`src/rtl/sli_pkg.sv`:
```
package sli_pkg;

  localparam int PINS_PER_DEV = 4;

  // Slot rotation: which shared line a given device pin drives.
  function automatic int line_of(input int dev, input int pin, input int lines);
    return (pin + dev) % lines;
  endfunction

  // Largest number of device pins that can land on a single line.
  function automatic int max_per_line(input int ndev, input int lines);
    return ndev * ((PINS_PER_DEV + lines - 1) / lines);
  endfunction

endpackage

```
`src/rtl/sli_pin_tracker.sv`:
```
module sli_pin_tracker #(
  parameter int NUM_PINS = 32
) (
  input  logic                clk,
  input  logic                rst_n,
  input  logic [NUM_PINS-1:0] pin_lvl,
  output logic [NUM_PINS-1:0] pin_rise,
  output logic [NUM_PINS-1:0] pin_fall
);

  logic [NUM_PINS-1:0] held_q;

  always_ff @(posedge clk or negedge rst_n) begin
    if (!rst_n) held_q <= '0;
    else        held_q <= pin_lvl;
  end

  // A level equal to the remembered one produces no event.
  assign pin_rise = pin_lvl & ~held_q;
  assign pin_fall = ~pin_lvl & held_q;

  AST_HELD_CLEARED: assert property (@(posedge clk) disable iff (!rst_n)
    $rose(rst_n) |-> (held_q == '0));

endmodule

```
`src/rtl/sli_line_counter.sv`:
```
module sli_line_counter
  import sli_pkg::*;
#(
  parameter int NUM_DEV   = 8,
  parameter int NUM_LINES = 4,
  parameter int LINE      = 0,
  parameter int CNT_W     = 4,
  localparam int NUM_PINS = NUM_DEV * PINS_PER_DEV,
  localparam int CNT_MAX  = max_per_line(NUM_DEV, NUM_LINES)
) (
  input  logic                clk,
  input  logic                rst_n,
  input  logic [NUM_PINS-1:0] pin_rise,
  input  logic [NUM_PINS-1:0] pin_fall,
  output logic [CNT_W-1:0]    cnt
);

  logic [CNT_W-1:0] inc_sum;
  logic [CNT_W-1:0] dec_sum;
  logic [CNT_W-1:0] cnt_q;

  // Sum the events of every pin that is steered onto this line.
  always_comb begin
    inc_sum = '0;
    dec_sum = '0;
    for (int b = 0; b < NUM_PINS; b++) begin
      if (line_of(b / PINS_PER_DEV, b % PINS_PER_DEV, NUM_LINES) == LINE) begin
        inc_sum = inc_sum + CNT_W'(pin_rise[b]);
        dec_sum = dec_sum + CNT_W'(pin_fall[b]);
      end
    end
  end

  always_ff @(posedge clk or negedge rst_n) begin
    if (!rst_n) cnt_q <= '0;
    else        cnt_q <= cnt_q + inc_sum - dec_sum;
  end

  assign cnt = cnt_q;

  AST_NO_UNDERFLOW: assert property (@(posedge clk) disable iff (!rst_n)
    (cnt_q == '0) |-> (dec_sum == '0));
  AST_NO_OVERFLOW: assert property (@(posedge clk) disable iff (!rst_n)
    (cnt_q == CNT_W'(CNT_MAX)) |-> (inc_sum == '0));
  AST_IDLE_HOLD: assert property (@(posedge clk) disable iff (!rst_n)
    (inc_sum == '0 && dec_sum == '0) |=> $stable(cnt_q));
  AST_RISE_UP: assert property (@(posedge clk) disable iff (!rst_n)
    (inc_sum != '0 && dec_sum == '0) |=> (cnt_q > $past(cnt_q)));
  AST_FALL_DOWN: assert property (@(posedge clk) disable iff (!rst_n)
    (dec_sum != '0 && inc_sum == '0) |=> (cnt_q < $past(cnt_q)));
  AST_RESET_ZERO: assert property (@(posedge clk) disable iff (!rst_n)
    $rose(rst_n) |-> (cnt_q == '0));

endmodule

```
`src/rtl/sli_aggregator.sv`:
```
module sli_aggregator
  import sli_pkg::*;
#(
  parameter int NUM_DEV   = 8,
  parameter int NUM_LINES = 4,
  localparam int NUM_PINS = NUM_DEV * PINS_PER_DEV,
  localparam int CNT_W    = $clog2(max_per_line(NUM_DEV, NUM_LINES) + 1)
) (
  input  logic                       clk,
  input  logic                       rst_n,
  input  logic [NUM_PINS-1:0]        pin_lvl,
  output logic [NUM_LINES-1:0]       irq_out,
  output logic [NUM_LINES*CNT_W-1:0] line_cnt
);

  logic [NUM_PINS-1:0] pin_rise;
  logic [NUM_PINS-1:0] pin_fall;

  sli_pin_tracker #(.NUM_PINS(NUM_PINS)) u_tracker (
    .clk      (clk),
    .rst_n    (rst_n),
    .pin_lvl  (pin_lvl),
    .pin_rise (pin_rise),
    .pin_fall (pin_fall)
  );

  for (genvar g = 0; g < NUM_LINES; g++) begin : g_line
    logic [CNT_W-1:0] cnt_w;

    sli_line_counter #(
      .NUM_DEV   (NUM_DEV),
      .NUM_LINES (NUM_LINES),
      .LINE      (g),
      .CNT_W     (CNT_W)
    ) u_cnt (
      .clk      (clk),
      .rst_n    (rst_n),
      .pin_rise (pin_rise),
      .pin_fall (pin_fall),
      .cnt      (cnt_w)
    );

    assign irq_out[g]                  = |cnt_w;
    assign line_cnt[g*CNT_W +: CNT_W]  = cnt_w;
  end

  AST_QUIET_WHEN_IDLE: assert property (@(posedge clk) disable iff (!rst_n)
    ($past(pin_lvl) == '0 && pin_lvl == '0 && $past(rst_n)) |=> (irq_out == '0));

endmodule

```
`config.mk`:
```
export PLATFORM = sky130hd
export DESIGN_NAME = sli_aggregator
export DESIGN_NICKNAME = d
export VERILOG_FILES = /design/src/rtl/sli_pkg.sv /design/src/rtl/sli_pin_tracker.sv /design/src/rtl/sli_line_counter.sv /design/src/rtl/sli_aggregator.sv
export SDC_FILE = /design/constraint.sdc
export NUM_CORES = 1
export LEC_CHECK = 0
export CORE_UTILIZATION = 65
export DETAILED_ROUTE_END_ITERATION = 12
export DONT_BUFFER_PORTS = 1
export PLACE_DENSITY_LB_ADDON = 0.2
export SLEW_MARGIN = 15
export SYNTH_ARGS = -nofsm -noshare
export SYNTH_HDL_FRONTEND = slang
export SYNTH_HIERARCHICAL = 1
export SYNTH_SLANG_ARGS = --single-unit
export TNS_END_PERCENT = 50
```
`constraint.sdc`:
```
create_clock -name clk -period 7.7 [get_ports clk]
set_clock_uncertainty 0.05 [all_clocks]
set_input_delay 1.54 -clock clk [delete_from_list [all_inputs] [get_ports clk]]
set_output_delay 1.54 -clock clk [all_outputs]
set_load 0.005 [all_outputs]
```
==> flow_metrics.py, run 1 <==
metrics = {
    "status": {
        "status": "completed",
    },
    "global_routing": {
        "antenna_found_initial": 0,
        "grt_pass1_wl_mm": 8.135,
        "gr-usage-all-layers_pct": 20.55,
        "busiest_layer": "met2",
        "grt_max_degree": 49,
        "grt_use_met1_pct": 26.92,
        "grt-ovfl-total": 0,
        "met2_usage_pct": 33.03,
        "first_global_vias": 1883,
        "grt_util_met3_pct": 5.420,
    },
    "timing": {
        "fin_crit_ns": 4.859,
        "rsz0062_at_grt": "false",
        "worst_pin_slew_ns": 0.2004,
        "slew_violations": 0,
        "max_freq_ghz": 0.2058,
        "hold_violations": 0,
        "slew_headroom_pct": 86.55,
        "setup_viol": 0,
        "setup_tns_ns": 0,
        "fin_crit_sh_pct": 63.10,
    },
    "drt": {
        "drt_iter0_drc": 43,
        "wl_per_cell_um": 13.32,
        "drc": 0,
        "wirelength_mm": 4.755,
        "via_count": 1694,
        "drtPass1Iterations": 4,
        "vias_per_cell": 4.745,
        "ant_nets": 0,
    },
    "final_layout": {
        "layout.nets": 384,
        "fillers": 389,
        "drive_above_1_share_pct": 24.74,
        "area_growth_syn_to_layout_pct": 5.716,
        "final_common_cell": "inv_1",
        "utilization_pct": 71.13,
        "num_antenna_cells": 0,
        "final_cell_mix": "inv_1 (87), and2b_2 (64), fa_1 (52)",
    },
    "hold_path": {
        "whs_endpoint": "g_line[0].u_cnt/cnt[3]$_DFF_PN0_",
        "worstHoldStart": "g_line[0].u_cnt/cnt[3]$_DFF_PN0_",
        "hold_class": "flip-flop to flip-flop",
        "whs_path_depth": 2,
    },
    "synth": {
        "yosys_warnings": 6,
        "synth.net_count": 377,
        "ys_types": 7,
        "syn-instance-count": 279,
        "ys_seq_area_share_pct": 35.18,
        "netlist_area_mm2": 0.003415,
        "synth_seq_cells": 48,
        "syn_area_per_cell_um2": 12.24,
    },
    "critical_path": {
        "arrival_ns": 5.04,
        "ff2ff_path_depth": 14,
        "crit_path_max_incr_delay_ns": 0.55,
        "critPathRequiredTime_ns": 7.88,
        "path_common_cell": "fa_1",
        "crit_type": "input pin to flip-flop",
        "critPathCaptureType": "flip-flop",
        "critical_path.cell_chain": "and2b_2, inv_1, fa_1, fa_1, inv_1, fa_1, fa_1, inv_1, ha_1, ha_1, fa_1, xnor2_1, xnor2_1",
        "critPathMaxFanout": 3,
        "crit_slowest_cell": "fa_1",
        "r2r-start": "u_tracker/held_q[14]$_DFF_PN0_",
        "rr_endpoint": "g_line[1].u_cnt/cnt[3]$_DFF_PN0_",
        "start_kind": "input pin",
        "r2r_slack_ns": 3.69,
    },
    "clock_network": {
        "cts_tree": "built",
        "clk_path_buf_depth": 2,
        "cts.clk_slew.worst_paths_ns": 0.09,
        "root_buffer": "clkbuf_8",
        "htree_levels": 2,
        "cts_buffers": 5,
        "cts_resized": 0,
        "postCtsSetupBuffers": 0,
        "cts-hold-fix-buffers": 0,
        "numClockSinks": 48,
        "clock_latency_ns": 0.31,
    },
    "floorplanning": {
        "rows": 26,
        "io_pins": 54,
        "core_area_mm2": 0.005075,
        "die_w_um": 74.48,
        "initial_core_util_pct": 67.28,
        "dieHeight_um": 74.48,
        "die_area_mm2": 0.005547,
    },
    "job": {
        "maxCapViolCount": 0,
    },
    "power": {
        "power_frac_seq_pct": 30.2,
        "swShare_pct": 38.42,
        "ir_drop_mv": 0.3150,
        "internal-power_mw": 0.7883,
        "power_switching_mw": 0.4918,
        "p_leak_nw": 1.805,
        "power_frac_comb_pct": 55.4,
        "power_density_mw_per_mm2": 354.6,
        "clockPowerShare_pct": 14.4,
    },
    "place": {
        "port_buffers": 0,
        "gp_congestion": 0.7207,
        "dpl.hpwl_mm": 3.935,
    },
}
==> layer usage <==
layer | share of wire [%] | vias to the layer above
met1 | 42 | 848
met3 | 5.9 | 8
met4 | 2.0 | 0
met5 | 0 | -
li1 | - | 797
met2 | 50 | 41
==> registers in the layout, indices dropped and copies added (netlist names) <==
register,cells
u_tracker/held_q,32
g_line.u_cnt/cnt,16
==> stage by stage <==
| step | hold slack [ns] | power (mW) | worst slack, ns | cells | instance area [um^2] |
|---|---|---|---|---|---|
| finish | 0.6081 | 1.280 | 2.842 | 357 | 3610 |
| global route | 0.6444 | 1.444 | 2.673 | 357 | 3610 |
| CTS | 0.6139 | 1.316 | 2.837 | 357 | 3610 |
| detailed placement | 0.5970 | 1.124 | 2.515 | 349 | 3502 |
| global placement | 0.5924 | 1.086 | 2.566 | 349 | 3502 |
| floorplan | 0.5591 | 0.9665 | 2.667 | 279 | 3415 |
==> critical path: cells and delay by family <==
kind | cells | cell delay [ns]
xor gates and xnor gates | 2 | 0.34
adders and majority gates | 7 | 2.85
buffers and inverters | 3 | 0.14
and+or+nand+nor | 1 | 0.18
==> cell families after synthesis <==
group,Yosys count,share of synthesized area [%]
buf+inv,87,9.564
simple gates,68,17.30
fa+ha+maj,64,34.88
flops,48,35.18
xor+xnor,12,3.078
==> cell type report <==
| type | instances | area (um^2) | share of cell area, % |
|---|---|---|---|
| clock buffer | 6 | 72.57 | 2.010 |
| multi-input combinational | 144 | 1887 | 52.27 |
| sequential | 48 | 1201 | 33.28 |
| tap | 70 | 87.58 | 2.426 |
| inverter | 87 | 326.6 | 9.047 |
| clock inverter | 2 | 35.03 | 0.9705 |
==> how the worst max path moves through the flow <==
stage,from,end,slack [ns],cells past startpoint
2_1_floorplan,pin_lvl[0],g_line[0].u_cnt/cnt[3]$_DFF_PN0_,2.67,13
3_3_place_gp,pin_lvl[2],g_line[2].u_cnt/cnt[3]$_DFF_PN0_,2.57,13
3_5_place_dp,pin_lvl[1],g_line[1].u_cnt/cnt[3]$_DFF_PN0_,2.51,13
4_1_cts,pin_lvl[1],g_line[1].u_cnt/cnt[3]$_DFF_PN0_,2.84,13
5_1_grt,pin_lvl[14],g_line[1].u_cnt/cnt[3]$_DFF_PN0_,2.67,14
6_report,pin_lvl[1],g_line[1].u_cnt/cnt[3]$_DFF_PN0_,2.84,13
==> power groups by stage <==
stage,Sequential (mW),Clock [mW],Combinational [mW]
final,0.387,0.184,0.709
after detailed placement,0.392,0,0.732
after global routing,0.397,0.199,0.848
after floorplan,0.377,0,0.590
after global placement,0.391,0,0.695
after CTS,0.388,0.192,0.736
==> cell usage after synthesis, drive strengths merged <==
| master | count | area (um^2) |
|---|---|---|
| and2b | 64 | 560.5 |
| dfrtp | 48 | 1201 |
| fa | 52 | 1041 |
| ha | 12 | 150.1 |
| inv | 87 | 326.6 |
| or4 | 4 | 30.03 |
| xnor2 | 12 | 105.1 |
Note: power is estimated with default switching activity, not from simulation.
==> run 2: changes to the inputs <==
- CORE_UTILIZATION: 65 -> 64
- clock period: 7.7 -> 4.5 ns (I/O delays scaled with it)
==> flow_metrics.py, run 2 (synthesized netlist as in run 1, its figures left out) <==
metrics = {
    "status": {
        "status": "completed",
    },
    "clock_network": {
        "postCtsSetupBuffers": 0,
        "clock_latency_ns": 0.30,
        "cts_buffers": 5,
        "cts_tree": "built",
        "clk_path_buf_depth": 2,
        "root_buffer": "clkbuf_8",
        "cts.clk_slew.worst_paths_ns": 0.09,
        "numClockSinks": 48,
        "cts-hold-fix-buffers": 0,
        "htree_levels": 2,
        "cts_resized": 0,
    },
    "final_layout": {
        "stdcell_area_mm2": 0.003580,
        "drive_above_1_share_pct": 24.48,
        "regMostFlops": "u_tracker/held_q",
        "final_cells": 356,
        "largest_register_ffs": 32,
        "final_cell_mix": "inv_1 (87), and2b_2 (64), fa_1 (52)",
        "layout.nets": 384,
        "final_common_cell": "inv_1",
        "num_antenna_cells": 0,
        "area_growth_syn_to_layout_pct": 4.837,
        "utilization_pct": 70.09,
    },
    "global_routing": {
        "grt_max_degree": 49,
        "gr-usage-all-layers_pct": 20.51,
        "grt-ovfl-total": 0,
        "first_global_vias": 1869,
        "antenna_found_initial": 0,
        "grt_pass1_wl_mm": 8.142,
    },
    "timing": {
        "max_freq_ghz": 0.2352,
        "slew_headroom_pct": 86.79,
        "slew_violations": 0,
        "worst_pin_slew_ns": 0.1968,
        "fin_crit_ns": 4.252,
        "setup_tns_ns": 0,
        "setup_viol": 0,
        "holdWs_ns": 0.2375,
        "rsz0062_at_grt": "false",
        "hold_violations": 0,
        "fin_crit_sh_pct": 94.48,
    },
    "floorplanning": {
        "dieHeight_um": 75.04,
        "die_area_mm2": 0.005631,
        "rows": 26,
        "io_pins": 54,
        "initial_core_util_pct": 66.85,
        "die_w_um": 75.04,
        "core_area_mm2": 0.005107,
    },
    "job": {
        "maxCapViolCount": 0,
    },
    "drt": {
        "drc": 0,
        "wirelength_mm": 5.015,
        "drtPass1Iterations": 4,
        "wl_per_cell_um": 14.09,
        "vias_per_cell": 4.826,
        "ant_nets": 0,
        "via_count": 1718,
        "drt_iter0_drc": 46,
    },
    "power": {
        "power_density_mw_per_mm2": 609.9,
        "ir_drop_mv": 0.5783,
        "p_leak_nw": 1.791,
    },
    "hold_path": {
        "hold_class": "input pin to async pin",
    },
    "critical_path": {
        "r2r-start": "u_tracker/held_q[5]$_DFF_PN0_",
        "arrival_ns": 4.43,
        "crit_type": "input pin to flip-flop",
        "start_kind": "input pin",
        "critPathLaunch": "pin_lvl[3]",
        "critPathCaptureType": "flip-flop",
        "critPathRequiredTime_ns": 4.68,
        "critPathMaxFanout": 3,
    },
    "place": {
        "port_buffers": 0,
        "dpl-instance-area_mm2": 0.003502,
        "dpl.hpwl_mm": 4.124,
        "gp_congestion": 0.7569,
        "placedCellCount": 349,
    },
}
[run 2: cell types whose count changed in the layout (fill, tap and decap cells not counted)]
cell       delta
bufinv_16     -1
[run 2: power by group]
| group | total, mW | switching, mW | internal, mW |
|---|---|---|---|
| combinational | 1.28 | 0.641 | 0.638 |
| sequential | 0.660 | 0.0964 | 0.563 |
| clock | 0.245 | 0.139 | 0.106 |
[run 2: area by class of cell]
class	count	area (um^2)
sequential	48	1201
clock buffer	6	72.57
clock inverter	1	5.005
fill	366	1528
multi-input combinational	144	1887
tap	70	87.58
inverter	87	326.6
[run 2: per-stage QoR]
step,worst slack [ns],power [mW]
floorplan,0.1071,1.654
finish,0.2485,2.183
global route,0.09496,2.484
detailed placement,-0.09391,1.968
global placement,-0.02490,1.871
CTS,0.2433,2.247
[run 2: worst paths after layout]
kind	end	slack [ns]	cells past startpoint
min in group clk	u_tracker/held_q[29]$_DFF_PN0_	0.57	0
hold reg to reg	g_line[3].u_cnt/cnt[3]$_DFF_PN0_	0.61	2
hold / removal	u_tracker/held_q[24]$_DFF_PN0_	0.24	0
max in group asynchronous	u_tracker/held_q[14]$_DFF_PN0_	4.05	0
setup reg to reg	g_line[2].u_cnt/cnt[3]$_DFF_PN0_	0.47	12
setup / recovery	g_line[3].u_cnt/cnt[3]$_DFF_PN0_	0.25	13
[run 2: metal layers]
layer,GRT usage (%),wire length [um],up-vias
li1,-,-,791
met1,24.56,2013,872
met2,34.53,2597,42
met3,6.292,279,13
met4,8.805,124,0
met5,0,0,-
[run 2: worst max-delay path: stages]
cell and delay, ns:
and2b_2 0.18, inv_1 0.05, fa_1 0.43, fa_1 0.52, inv_1 0.05, fa_1 0.46, fa_1 0.55, inv_1 0.05
ha_1 0.29, ha_1 0.22, fa_1 0.39, xnor2_1 0.22, xnor2_1 0.13
==> run 3: changes to the inputs <==
- GPL_TIMING_DRIVEN: not set -> 0
==> flow_metrics.py, run 3 (synthesized netlist as in run 1, its figures left out) <==
metrics = {
    "status": {
        "status": "completed",
    },
    "global_routing": {
        "antenna_found_initial": 0,
        "grt_max_degree": 49,
        "grt-ovfl-total": 0,
        "grt_pass1_wl_mm": 7.845,
        "first_global_vias": 1930,
        "gr-usage-all-layers_pct": 19.32,
    },
    "critical_path": {
        "path_common_cell": "fa_1",
        "critPathMaxFanout": 3,
        "crit_type": "input pin to flip-flop",
        "cp_num_buf_inv": 3,
        "critical_path.cell_chain": "and2b_2, inv_1, fa_1, fa_1, inv_1, fa_1, fa_1, inv_1, ha_1, ha_1, fa_1, xnor2_1, xnor2_1",
        "crit_path_max_incr_delay_ns": 0.55,
        "start_kind": "input pin",
        "cp.depth": 13,
        "crit_slowest_cell": "fa_1",
        "arrival_ns": 4.40,
        "ff2ff_path_depth": 14,
        "critPathCaptureType": "flip-flop",
        "critPathRequiredTime_ns": 4.67,
        "path_delay_family": "adder cells",
    },
    "place": {
        "gp_congestion": 0.7337,
        "placedCellCount": 349,
        "dpl-instance-area_mm2": 0.003502,
        "port_buffers": 0,
        "dpl.hpwl_mm": 3.891,
    },
    "final_layout": {
        "final_cell_mix": "inv_1 (87), and2b_2 (64), fa_1 (52)",
        "seqCellArea_mm2": 0.001201,
        "final_cells": 357,
        "layout.nets": 384,
        "regMostFlops": "u_tracker/held_q",
        "area_growth_syn_to_layout_pct": 5.277,
        "multi_input_area_mm2": 0.001887,
        "num_antenna_cells": 0,
        "drive_above_1_share_pct": 25.09,
        "fillers": 394,
        "stdcell_area_mm2": 0.003595,
        "largest_register_ffs": 32,
        "final_common_cell": "inv_1",
    },
    "drt": {
        "wl_per_cell_um": 12.80,
        "drtPass1Iterations": 2,
        "dr_wl_met3_um": 240,
        "vias_per_cell": 4.745,
        "ant_nets": 0,
        "routed.top_layer": "met4",
        "drt_iter0_drc": 20,
        "wl_met2_mm": 2.382,
        "wirelength_mm": 4.571,
        "drc": 0,
        "via_count": 1694,
        "wl_met1_mm": 1.885,
    },
    "floorplanning": {
        "core_area_mm2": 0.005107,
        "rows": 26,
        "initial_core_util_pct": 66.85,
        "die_w_um": 75.04,
        "io_pins": 54,
        "die_area_mm2": 0.005631,
        "dieHeight_um": 75.04,
    },
    "timing": {
        "slew_headroom_pct": 87.03,
        "rsz0062_at_grt": "false",
        "holdWs_ns": 0.2339,
        "fin_crit_ns": 4.237,
        "max_freq_ghz": 0.2360,
        "fin_crit_sh_pct": 94.15,
        "hold_violations": 0,
        "slew_violations": 0,
        "worst_pin_slew_ns": 0.1931,
        "setup_viol": 0,
    },
    "clock_network": {
        "clk_path_buf_depth": 2,
        "postCtsSetupBuffers": 0,
        "clock_latency_ns": 0.30,
        "root_buffer": "clkbuf_8",
        "cts.clk_slew.worst_paths_ns": 0.09,
        "cts_resized": 0,
        "htree_levels": 2,
        "cts-hold-fix-buffers": 0,
        "cts_tree": "built",
        "numClockSinks": 48,
        "cts_buffers": 5,
    },
    "power": {
        "ir_drop_mv": 0.6340,
        "power_density_mw_per_mm2": 600.2,
        "p_leak_nw": 1.801,
    },
    "job": {
        "maxCapViolCount": 0,
    },
    "hold_path": {
        "hold_class": "input pin to async pin",
    },
}
==> run 3: worst paths after layout <==
| check | start | endpoint | slack (ns) |
|---|---|---|---|
| worst min-delay path | rst_n | u_tracker/held_q[2]$_DFF_PN0_ | 0.23 |
| worst max register to register | u_tracker/held_q[14]$_DFF_PN0_ | g_line[1].u_cnt/cnt[3]$_DFF_PN0_ | 0.50 |
| worst max-delay path | pin_lvl[1] | g_line[1].u_cnt/cnt[3]$_DFF_PN0_ | 0.26 |
| max in group asynchronous | rst_n | u_tracker/held_q[16]$_DFF_PN0_ | 4.06 |
| worst min register to register | g_line[2].u_cnt/cnt[3]$_DFF_PN0_ | g_line[2].u_cnt/cnt[3]$_DFF_PN0_ | 0.60 |
| min in group clk | pin_lvl[29] | u_tracker/held_q[29]$_DFF_PN0_ | 0.57 |
==> run 3: through the flow <==
| step | util, % | power, mW | worst slack (ns) | setup TNS, ns |
|---|---|---|---|---|
| 2_1_floorplan | - | 1.654 | 0.1071 | 0 |
| 6_report | 70.38 | 2.158 | 0.2630 | 0 |
| 3_3_place_gp | 68.57 | 1.869 | -0.02297 | -0.04536 |
| 5_1_grt | 70.38 | 2.457 | 0.1266 | 0 |
| 3_5_place_dp | 68.57 | 1.926 | -0.04753 | -0.1212 |
| 4_1_cts | 70.38 | 2.217 | 0.2623 | 0 |
==> run 3: metal layers <==
layer	vias up	global-route usage, %
met5	-	0
met4	0	7.547
met3	7	4.819
met2	35	33.33
met1	864	23.49
li1	788	-
==> run 3: where the power goes <==
| part | internal, mW | switching, mW |
|---|---|---|
| logic | 0.631 | 0.604 |
| clock network | 0.123 | 0.141 |
| registers | 0.563 | 0.0950 |
| total | 1.32 | 0.840 |
==> run 3: area by class of cell <==
type,count,share of cell area [%]
clock buffers,6,2.297
clock inverters,2,0.2785
inverters,87,9.085
multi-input cells,144,52.49
flip-flops and latches,48,33.41
well taps,70,2.436
==> run 3: worst reg2reg max path, cell delays in order (launching register included) <==
cell     delay [ns]
dfrtp_1        0.34
and2b_2        0.22
fa_1           0.53
inv_1          0.05
fa_1           0.48
inv_1          0.06
fa_1           0.51
inv_1          0.05
fa_1           0.51
fa_1           0.17
inv_1          0.04
ha_1           0.18
fa_1           0.37
xnor2_1        0.22
xnor2_1        0.14
